==> src/rtl/pwm_meter_pkg.sv <==
package pwm_meter_pkg;
    localparam int NUM_CTRS   = 4;
    localparam int IDX_TOTAL  = 0;
    localparam int IDX_PASS   = 1;
    localparam int IDX_FAIL   = 2;
    localparam int IDX_LOWPWR = 3;
endpackage

==> src/rtl/pwm_level_track.sv <==
// Registers the active level and marks the clock on which it is entered.
module pwm_level_track (
    input  logic clk,
    input  logic rst_n,
    input  logic pwm_in,
    input  logic invert,
    output logic act,
    output logic rise
);
    typedef struct packed {
        logic lvl;
        logic prev;
    } trk_t;

    trk_t trk_d, trk_q;

    always_comb begin
        trk_d.lvl  = pwm_in ^ invert;
        trk_d.prev = trk_q.lvl;
    end

    always_ff @(posedge clk or negedge rst_n) begin
        if (!rst_n) trk_q <= '0;
        else        trk_q <= trk_d;
    end

    assign act  = trk_q.lvl;
    assign rise = trk_q.lvl & ~trk_q.prev;
endmodule

==> src/rtl/pwm_cycle_meas.sv <==
// Times each cycle between active entries, drops the first SKIP cycles,
// and emits one record per kept cycle.
module pwm_cycle_meas #(
    parameter int CNT_W = 16,
    parameter int SKIP  = 2
) (
    input  logic             clk,
    input  logic             rst_n,
    input  logic             clr,
    input  logic             act,
    input  logic             rise,
    input  logic             invert,
    input  logic             low_power,
    input  logic [CNT_W-1:0] exp_period,
    input  logic [CNT_W-1:0] exp_active,
    output logic             rec_vld,
    output logic [CNT_W-1:0] rec_period,
    output logic [CNT_W-1:0] rec_active,
    output logic             rec_inv,
    output logic             rec_perr,
    output logic             rec_aerr,
    output logic             rec_lp
);
    localparam int               SKIP_W = (SKIP > 0) ? $clog2(SKIP + 1) : 1;
    localparam logic [SKIP_W-1:0] SKIP_V = SKIP_W'(SKIP);
    localparam logic [CNT_W-1:0] CMAX   = '1;

    typedef struct packed {
        logic              started;
        logic [SKIP_W-1:0] skip;
        logic [CNT_W-1:0]  per;
        logic [CNT_W-1:0]  actc;
        logic              vld;
        logic [CNT_W-1:0]  o_per;
        logic [CNT_W-1:0]  o_act;
        logic              o_inv;
        logic              o_perr;
        logic              o_aerr;
        logic              o_lp;
    } meas_t;

    meas_t st_d, st_q;

    always_comb begin
        st_d     = st_q;
        st_d.vld = 1'b0;
        if (clr) begin
            st_d.started = 1'b0;
            st_d.skip    = '0;
            st_d.per     = '0;
            st_d.actc    = '0;
        end else if (rise) begin
            if (st_q.started) begin
                if (st_q.skip == SKIP_V) begin
                    st_d.vld    = 1'b1;
                    st_d.o_per  = st_q.per;
                    st_d.o_act  = st_q.actc;
                    st_d.o_inv  = invert;
                    st_d.o_perr = (st_q.per != exp_period);
                    st_d.o_aerr = (st_q.actc != exp_active);
                    st_d.o_lp   = low_power;
                end else begin
                    st_d.skip = st_q.skip + 1'b1;
                end
            end
            st_d.started = 1'b1;
            st_d.per     = CNT_W'(1);
            st_d.actc    = CNT_W'(1);
        end else begin
            if (st_q.per != CMAX)          st_d.per  = st_q.per + 1'b1;
            if (act && st_q.actc != CMAX)  st_d.actc = st_q.actc + 1'b1;
        end
    end

    always_ff @(posedge clk or negedge rst_n) begin
        if (!rst_n) st_q <= '0;
        else        st_q <= st_d;
    end

    assign rec_vld    = st_q.vld;
    assign rec_period = st_q.o_per;
    assign rec_active = st_q.o_act;
    assign rec_inv    = st_q.o_inv;
    assign rec_perr   = st_q.o_perr;
    assign rec_aerr   = st_q.o_aerr;
    assign rec_lp     = st_q.o_lp;
endmodule

==> src/rtl/pwm_sat_ctr.sv <==
// Saturating event counter with synchronous clear.
module pwm_sat_ctr #(
    parameter int W = 16
) (
    input  logic         clk,
    input  logic         rst_n,
    input  logic         clr,
    input  logic         inc,
    output logic [W-1:0] value
);
    localparam logic [W-1:0] VMAX = '1;

    logic [W-1:0] val_d, val_q;

    always_comb begin
        val_d = val_q;
        if (clr)                        val_d = '0;
        else if (inc && val_q != VMAX)  val_d = val_q + 1'b1;
    end

    always_ff @(posedge clk or negedge rst_n) begin
        if (!rst_n) val_q <= '0;
        else        val_q <= val_d;
    end

    assign value = val_q;
endmodule

==> src/rtl/pwm_pulse_meter.sv <==
module pwm_pulse_meter
    import pwm_meter_pkg::*;
#(
    parameter int CNT_W  = 16,
    parameter int STAT_W = 16,
    parameter int SKIP   = 2
) (
    input  logic              clk,
    input  logic              rst_n,
    input  logic              clr,
    input  logic              pwm_in,
    input  logic              invert,
    input  logic              low_power,
    input  logic [CNT_W-1:0]  exp_period,
    input  logic [CNT_W-1:0]  exp_active,
    input  logic              run_done,
    output logic              meas_valid,
    output logic [CNT_W-1:0]  meas_period,
    output logic [CNT_W-1:0]  meas_active,
    output logic              meas_invert,
    output logic              period_err,
    output logic              active_err,
    output logic [STAT_W-1:0] cnt_total,
    output logic [STAT_W-1:0] cnt_pass,
    output logic [STAT_W-1:0] cnt_fail,
    output logic [STAT_W-1:0] cnt_lowpwr,
    output logic              lp_none_err
);
    logic act, rise;
    logic rec_vld, rec_inv, rec_perr, rec_aerr, rec_lp;
    logic [CNT_W-1:0] rec_period, rec_active;

    pwm_level_track u_track (
        .clk    (clk),
        .rst_n  (rst_n),
        .pwm_in (pwm_in),
        .invert (invert),
        .act    (act),
        .rise   (rise)
    );

    pwm_cycle_meas #(.CNT_W(CNT_W), .SKIP(SKIP)) u_meas (
        .clk        (clk),
        .rst_n      (rst_n),
        .clr        (clr),
        .act        (act),
        .rise       (rise),
        .invert     (invert),
        .low_power  (low_power),
        .exp_period (exp_period),
        .exp_active (exp_active),
        .rec_vld    (rec_vld),
        .rec_period (rec_period),
        .rec_active (rec_active),
        .rec_inv    (rec_inv),
        .rec_perr   (rec_perr),
        .rec_aerr   (rec_aerr),
        .rec_lp     (rec_lp)
    );

    logic [NUM_CTRS-1:0] bump;
    logic [STAT_W-1:0]   ctr_val [NUM_CTRS];

    always_comb begin
        bump             = '0;
        bump[IDX_TOTAL]  = rec_vld;
        bump[IDX_PASS]   = rec_vld & ~rec_perr & ~rec_aerr;
        bump[IDX_FAIL]   = rec_vld & (rec_perr | rec_aerr);
        bump[IDX_LOWPWR] = rec_vld & rec_lp;
    end

    for (genvar g = 0; g < NUM_CTRS; g++) begin : g_ctr
        pwm_sat_ctr #(.W(STAT_W)) u_ctr (
            .clk   (clk),
            .rst_n (rst_n),
            .clr   (clr),
            .inc   (bump[g]),
            .value (ctr_val[g])
        );
    end

    logic lpz_d, lpz_q;

    always_comb begin
        lpz_d = lpz_q;
        if (clr)                                         lpz_d = 1'b0;
        else if (run_done && ctr_val[IDX_LOWPWR] == '0)  lpz_d = 1'b1;
    end

    always_ff @(posedge clk or negedge rst_n) begin
        if (!rst_n) lpz_q <= 1'b0;
        else        lpz_q <= lpz_d;
    end

    assign meas_valid  = rec_vld;
    assign meas_period = rec_period;
    assign meas_active = rec_active;
    assign meas_invert = rec_inv;
    assign period_err  = rec_perr;
    assign active_err  = rec_aerr;
    assign cnt_total   = ctr_val[IDX_TOTAL];
    assign cnt_pass    = ctr_val[IDX_PASS];
    assign cnt_fail    = ctr_val[IDX_FAIL];
    assign cnt_lowpwr  = ctr_val[IDX_LOWPWR];
    assign lp_none_err = lpz_q;
endmodule

==> config.mk <==
export PLATFORM = sky130hd
export DESIGN_NAME = pwm_pulse_meter
export DESIGN_NICKNAME = d
export VERILOG_FILES = /design/src/rtl/pwm_meter_pkg.sv /design/src/rtl/pwm_level_track.sv /design/src/rtl/pwm_cycle_meas.sv /design/src/rtl/pwm_sat_ctr.sv /design/src/rtl/pwm_pulse_meter.sv
export SDC_FILE = /design/constraint.sdc
export NUM_CORES = 1
export LEC_CHECK = 0
export BUFFER_PORTS_ARGS = -buffer_cell sky130_fd_sc_hd__buf_2
export CAP_MARGIN = 20
export CORE_ASPECT_RATIO = 0.75
export CORE_MARGIN = 2
export CORE_UTILIZATION = 51
export CTS_BUF_LIST = sky130_fd_sc_hd__clkbuf_4 sky130_fd_sc_hd__clkbuf_8 sky130_fd_sc_hd__clkbuf_16
export DETAILED_ROUTE_END_ITERATION = 7
export HOLD_SLACK_MARGIN = 0.06
export PLACE_DENSITY = 0.77
export SYNTH_ARGS = -nofsm -noshare
export SYNTH_HDL_FRONTEND = slang
export SYNTH_HIERARCHICAL = 1
export SYNTH_SLANG_ARGS = --single-unit
==> constraint.sdc <==
create_clock -name clk -period 1.93 [get_ports clk]
set_input_delay 0.0965 -clock clk [delete_from_list [all_inputs] [get_ports clk]]
set_output_delay 0.0965 -clock clk [all_outputs]
set_load 0.05 [all_outputs]
Word-level counts from Yosys, hierarchy flattened

Cells that the tools add are included.

Memories: 0
Logic and storage cells: 85
Output and inout port bits: 101
Memory bits (read-only): 0
Register bits: 139
Bits in writable memories: 0
Input bits: 39
Latch bits: 0

Divide/modulo/power cells: 0
Reduce and logical (&&, ||, !) cells: 18
Mux-type cells: 21
Magnitude comparators: 0
$add $sub $neg: 7
Shift operators: 0
Multipliers: 0
Bitwise operators: 11
Eq/ne operators: 10

Operators by type and width:

| operator                | number |
|---|---|
| $mux W16                | 10 |
| $mux W37                | 4 |
| $add A16 B1 Y16 const B | 6 |
| $ne A16 B16 Y1 const B  | 6 |
| $mux W35                | 1 |
| $mux W32                | 1 |
| $ne A16 B16 Y1          | 2 |
| $logic_not A16 Y1       | 1 |
| $reduce_bool A2 Y1      | 7 |
| $logic_and A1 B1 Y1     | 6 |
| $reduce_bool A3 Y1      | 2 |
| $and A1 B1 Y1           | 5 |
| $mux W2                 | 2 |
| $not A1 Y1              | 4 |
| $reduce_and A4 Y1       | 1 |
| $mux W3                 | 1 |
| $reduce_and A3 Y1       | 1 |
| $add A2 B1 Y2 const B   | 1 |
| $eq A2 B2 Y1 const B    | 1 |
| $mux W1                 | 2 |
| $ne A2 B2 Y1 const B    | 1 |
| $or A1 B1 Y1            | 1 |
| $xor A1 B1 Y1           | 1 |

Logic depth before layout (Yosys ltp)

Depth after elaboration: 6
Gate-level depth with buffers: 7
Depth with buffers taken out: 6

Cells and area by module

Netlist, hierarchy kept.

By module, submodules not included:

| module          | cells each | seq. area each (um^2) | instances | area each (um^2) |
|---|---|---|---|---|
| pwm_cycle_meas  | 435        | 1801.7                | 1         | 3915.0 |
| pwm_sat_ctr     | 98         | 400.4                 | 4         | 942.2 |
| pwm_pulse_meter | 12         | 25.0                  | 1         | 101.3 |
| pwm_level_track | 4          | 50.0                  | 1         | 65.1 |

Worst setup path after synthesis

Ideal clock, no wire load.

Path kind: reg-to-reg
From: reg u_meas.st_q, in the netlist u_meas/rec_vld
To: reg g_ctr[1].u_ctr.val_q[3]
Setup slack: -0.294 ns
Clock period less this slack: 2.224 ns
Data required time: 1.852 ns
Path buffers: 1
Arrival: 2.146 ns
Cell stages (with the launch flop): 6
Setup time: 0.078 ns
Cells stage by stage: dfrtp_1 -> nor3b_1 -> inv_1 -> clkbuf_1 -> or4_2 -> a21oi_1

Longest elaborated chain between the ends: 4

RTL lines:

| item                         | line                  | source |
|---|---|---|
| from (decl)                  | pwm_cycle_meas.sv:42  | `meas_t st_d, st_q;` |
| from (signal assigned)       | pwm_cycle_meas.sv:77  | `else st_q <= st_d;` |
| $and A1 B1 Y1 (2 in series)  | pwm_pulse_meter.sv:67 | `bump[IDX_PASS] = rec_vld & ~rec_perr & ~rec_aerr;` |
| via bump[1]                  | pwm_pulse_meter.sv:61 | `logic [NUM_CTRS-1:0] bump;` |
| $logic_and A1 B1 Y1          | pwm_sat_ctr.sv:18     | `else if (inc && val_q != VMAX) val_d = val_q + 1'b1;` |
| $reduce_bool A2 Y1 (no line) | n/a                   |  |
| to (signal assigned)         | pwm_sat_ctr.sv:23     | `else val_q <= val_d;` |
| to (decl)                    | pwm_sat_ctr.sv:13     | `logic [W-1:0] val_d, val_q;` |

The timed path passes the listed nets, and every way through them passes these cells.
A chain may end at the register's enable or synchronous reset.

Worst setup path in the final report

From: reg g_ctr[3].u_ctr.val_q[3]
To: reg g_ctr[3].u_ctr.val_q[13]

Longest elaborated chain between the ends: 3
Elaborated cells between the ends (all ways): 6
Classes of those cells: 1 x add/sub; 1 x eq/ne; 2 x mux; 2 x reduce/logical

RTL lines:

| item                                                     | line |
|---|---|
| from (decl)                                              | pwm_sat_ctr.sv:13 |
| from (signal assigned)                                   | pwm_sat_ctr.sv:23 |
| $add A16 B1 Y16 / $ne A16 B16 Y1 (equally long branches) | pwm_sat_ctr.sv:18 |
| $mux W16 / $logic_and A1 B1 Y1 (equally long branches)   | pwm_sat_ctr.sv:18 |
| $mux W16 / $reduce_bool A2 Y1 (equally long branches)    | n/a |

Parallel ways exist; a longest one is shown, timed or not. The select of a mux whose other input is x is not followed.

==> reports/qor.yml <==
finClkSkew_ns: 0.0107
htreeDepth: 4
ant_nets: 0
start_kind: "flip-flop"
layout_common_cells: "nand2_1, buf_2, dfrtp_1, buf_4, a21oi_1"
pwr-share-comb_pct: 5.9
synthToLayoutAreaGrowth_pct: 24.2
p_clk_share_pct: 50.4
drv_slew: 0
routedWlPerCell_um: 16.8
tightest_slew_ns: 0.617
clock_sinks: 139
drt_pass1_iterations: 5
p_int_mw: 5.23
post-route-min-period_ns: 1.91
crit_required_ns: 2.23
critPathKind: "reg -> reg"
setup_tns_ns: 0
outcome: "finished, final reports clean"
layout_commonest_cell: "nand2_1"
die-area_mm2: 0.0164
async_flop_share_pct: 100
ys_seq_area_share_pct: 44.3
grt_overflow: 0
grt_max_degree: 86
rsz0062_at_grt: "yes"
num_antenna_cells: 0
grt_pass1_wl_um: 33400
drt_iter0_drc: 610
slew-limit-headroom_pct: 58.7
clock.fmax_mhz: 524
root_buffer: "clkbuf_16"
dieHeight_um: 111
row_count: 39
dp_hpwl_um: 14000
final_layout_size_suffix_gt1_share_pct: 33.7
gp_congestion: 0.942
drt_wl_total_um: 20600
clk_path_buf_depth: 2
p_total_mw: 6.78
fin_crit_sh_pct: 99.0
switchingPower_mw: 1.54
cts_tree: "built"
synth_edf_count: 0
numCtsBuffers: 17
grt_pass1_vias: 6640
dpl_cell_area_mm2: 0.00888
drc: 0
antenna_found_initial: 0
yosysWarnings: 6
viasPerCell: 5.84
switching_share_pct: 22.7
final_core_util_pct: 64.5
p_per_area_mw_per_mm2: 695
syn_inst: 843
final.setup.worst_slack_ns: 0.0200
die_w_um: 147
fin_cells: 1224
synth_ff_type: "dfrtp_1"
vias: 7154
io_pins: 140
fin_nets: 1052
core_area_mm2: 0.0151
portBuffers: 139
hold_viol: 0
syn_area_mm2: 0.00785
track_usage_pct: 25.0
dp_slack_ns: 0.0442
cap_violations: 0
design_area_mm2: 0.00975
path_clk_slew_ns: 0.06
leakagePower_nw: 4.50
start_util_pct: 51.9
path_max_fanout: 8
place_inst: 1169
clock_latency_ns: 0.42
crit_path_end_kind: "flip-flop"
arrival_ns: 2.21
peakVddDrop_v: 0.000579
synth_seq_cells: 139
seqPwrFrac_pct: 43.8
hold-worst-slack_ns: 0.147
synthDistinctLibCells: 61
setup_viol: 0
avgSynthCellArea_um2: 9.31
syn_nets: 889
hp-class: "in -> async"
## flip-flops by register name (all words and copies together), names as in the netlist
signal	count
lp_none_err	1
u_meas/st_q	35
u_meas/rec_perr	1
u_meas/rec_vld	1
u_track/trk_q	1
g_ctr.u_ctr/value	64
u_meas/rec_active	16
u_meas/rec_lp	1
u_meas/rec_inv	1
u_track/act	1
u_meas/rec_period	16
u_meas/rec_aerr	1
## critical path, stage by stage, from the launching register on
cell and delay [ns]:
dfrtp_2 0.47, and4_2 0.29, nand4_1 0.23, nor4_1 0.44, mux2_1 0.36
## layout make-up
class / count / area, um2
flip-flops and latches: 139 / 3520
clock inverters: 11 / 144
multi-input cells: 611 / 3920
repair buffers: 220 / 1360
fillers: 1213 / 5380
clock buffers: 21 / 474
inverters: 17 / 71.3
well taps: 205 / 256
## kinds of logic (layout without fill, tap and decap cells)
logic type / Yosys count / in the layout / share of synthesized area (%)
simple gates: 389 / 389 / 28.0
compound gates: 159 / 159 / 13.2
flops: 139 / 139 / 44.3
buf+inv: 93 / 269 / 6.61
xor+xnor: 39 / 39 / 4.35
mux: 17 / 17 / 2.42
fa+ha+maj: 7 / 7 / 1.12
## routing by layer
| metal | track usage [%] | share of wire, % | routed length [um] |
|---|---|---|---|
| met5 | 0 | 0 | 0 |
| met2 | 37.5 | 45 | 9360 |
| met1 | 36.6 | 46 | 9530 |
| met4 | 8.08 | 1.8 | 374 |
| met3 | 4.92 | 6.5 | 1340 |
## power by group through the flow
stage	Sequential (mW)	Clock (mW)	Combinational, mW
CTS	2.96	3.49	0.404
floorplan	3.04	0	0.179
detailed placement	3.02	0	0.389
finish	2.96	3.41	0.398
global placement	3.02	0	0.382
global route	2.97	3.61	0.439
## cells in the mapped netlist, types with 16 or more instances
| cell | instances | area (um2) |
|---|---|---|
| nor4_1 | 23 | 144 |
| nand3_1 | 20 | 100 |
| or3_1 | 19 | 119 |
| nor2b_1 | 17 | 106 |
| nor2_1 | 34 | 128 |
| nand4_1 | 41 | 257 |
| buf_4 | 32 | 240 |
| nand2_1 | 142 | 533 |
| clkbuf_1 | 28 | 105 |
| xnor2_1 | 34 | 298 |
| a21oi_1 | 63 | 315 |
| mux2_1 | 16 | 180 |
| inv_1 | 16 | 60.1 |
| o31ai_1 | 29 | 218 |
| or4_1 | 22 | 165 |
| o21ai_0 | 22 | 110 |
| dfrtp_1 | 139 | 3480 |
## repair_timing
| action | 4_1_cts | 5_1_grt |
|---|---|---|
| hold buffers | 7 | 0 |
| gates resized for setup | 0 | 17 |
| endpoints found under the setup margin | 0 | 32 |
| buffers inserted | 0 | 16 |
| hold endpoints to repair | 145 | 0 |
## worst paths after layout
check                           cells after the start                                start  slack, ns                                    to
worst min register to register                      0                u_track/act$_DFF_PN0_       0.40            u_track/trk_q[0]$_DFF_PN0_
worst min-delay path                                2                                rst_n       0.15  g_ctr[3].u_ctr/value[15]$_DFFE_PN0P_
worst max-delay path                                4  g_ctr[3].u_ctr/value[3]$_DFFE_PN0P_       0.02  g_ctr[3].u_ctr/value[13]$_DFFE_PN0P_
worst max register to register                      4  g_ctr[3].u_ctr/value[3]$_DFFE_PN0P_       0.02  g_ctr[3].u_ctr/value[13]$_DFFE_PN0P_
min in group clk                                    5                        exp_period[0]       0.16           u_meas/rec_perr$_DFFE_PN0P_
max in group asynchronous                           3                                rst_n       1.08   g_ctr[2].u_ctr/value[0]$_DFFE_PN0P_
Note: power is estimated with default switching activity, not from simulation.
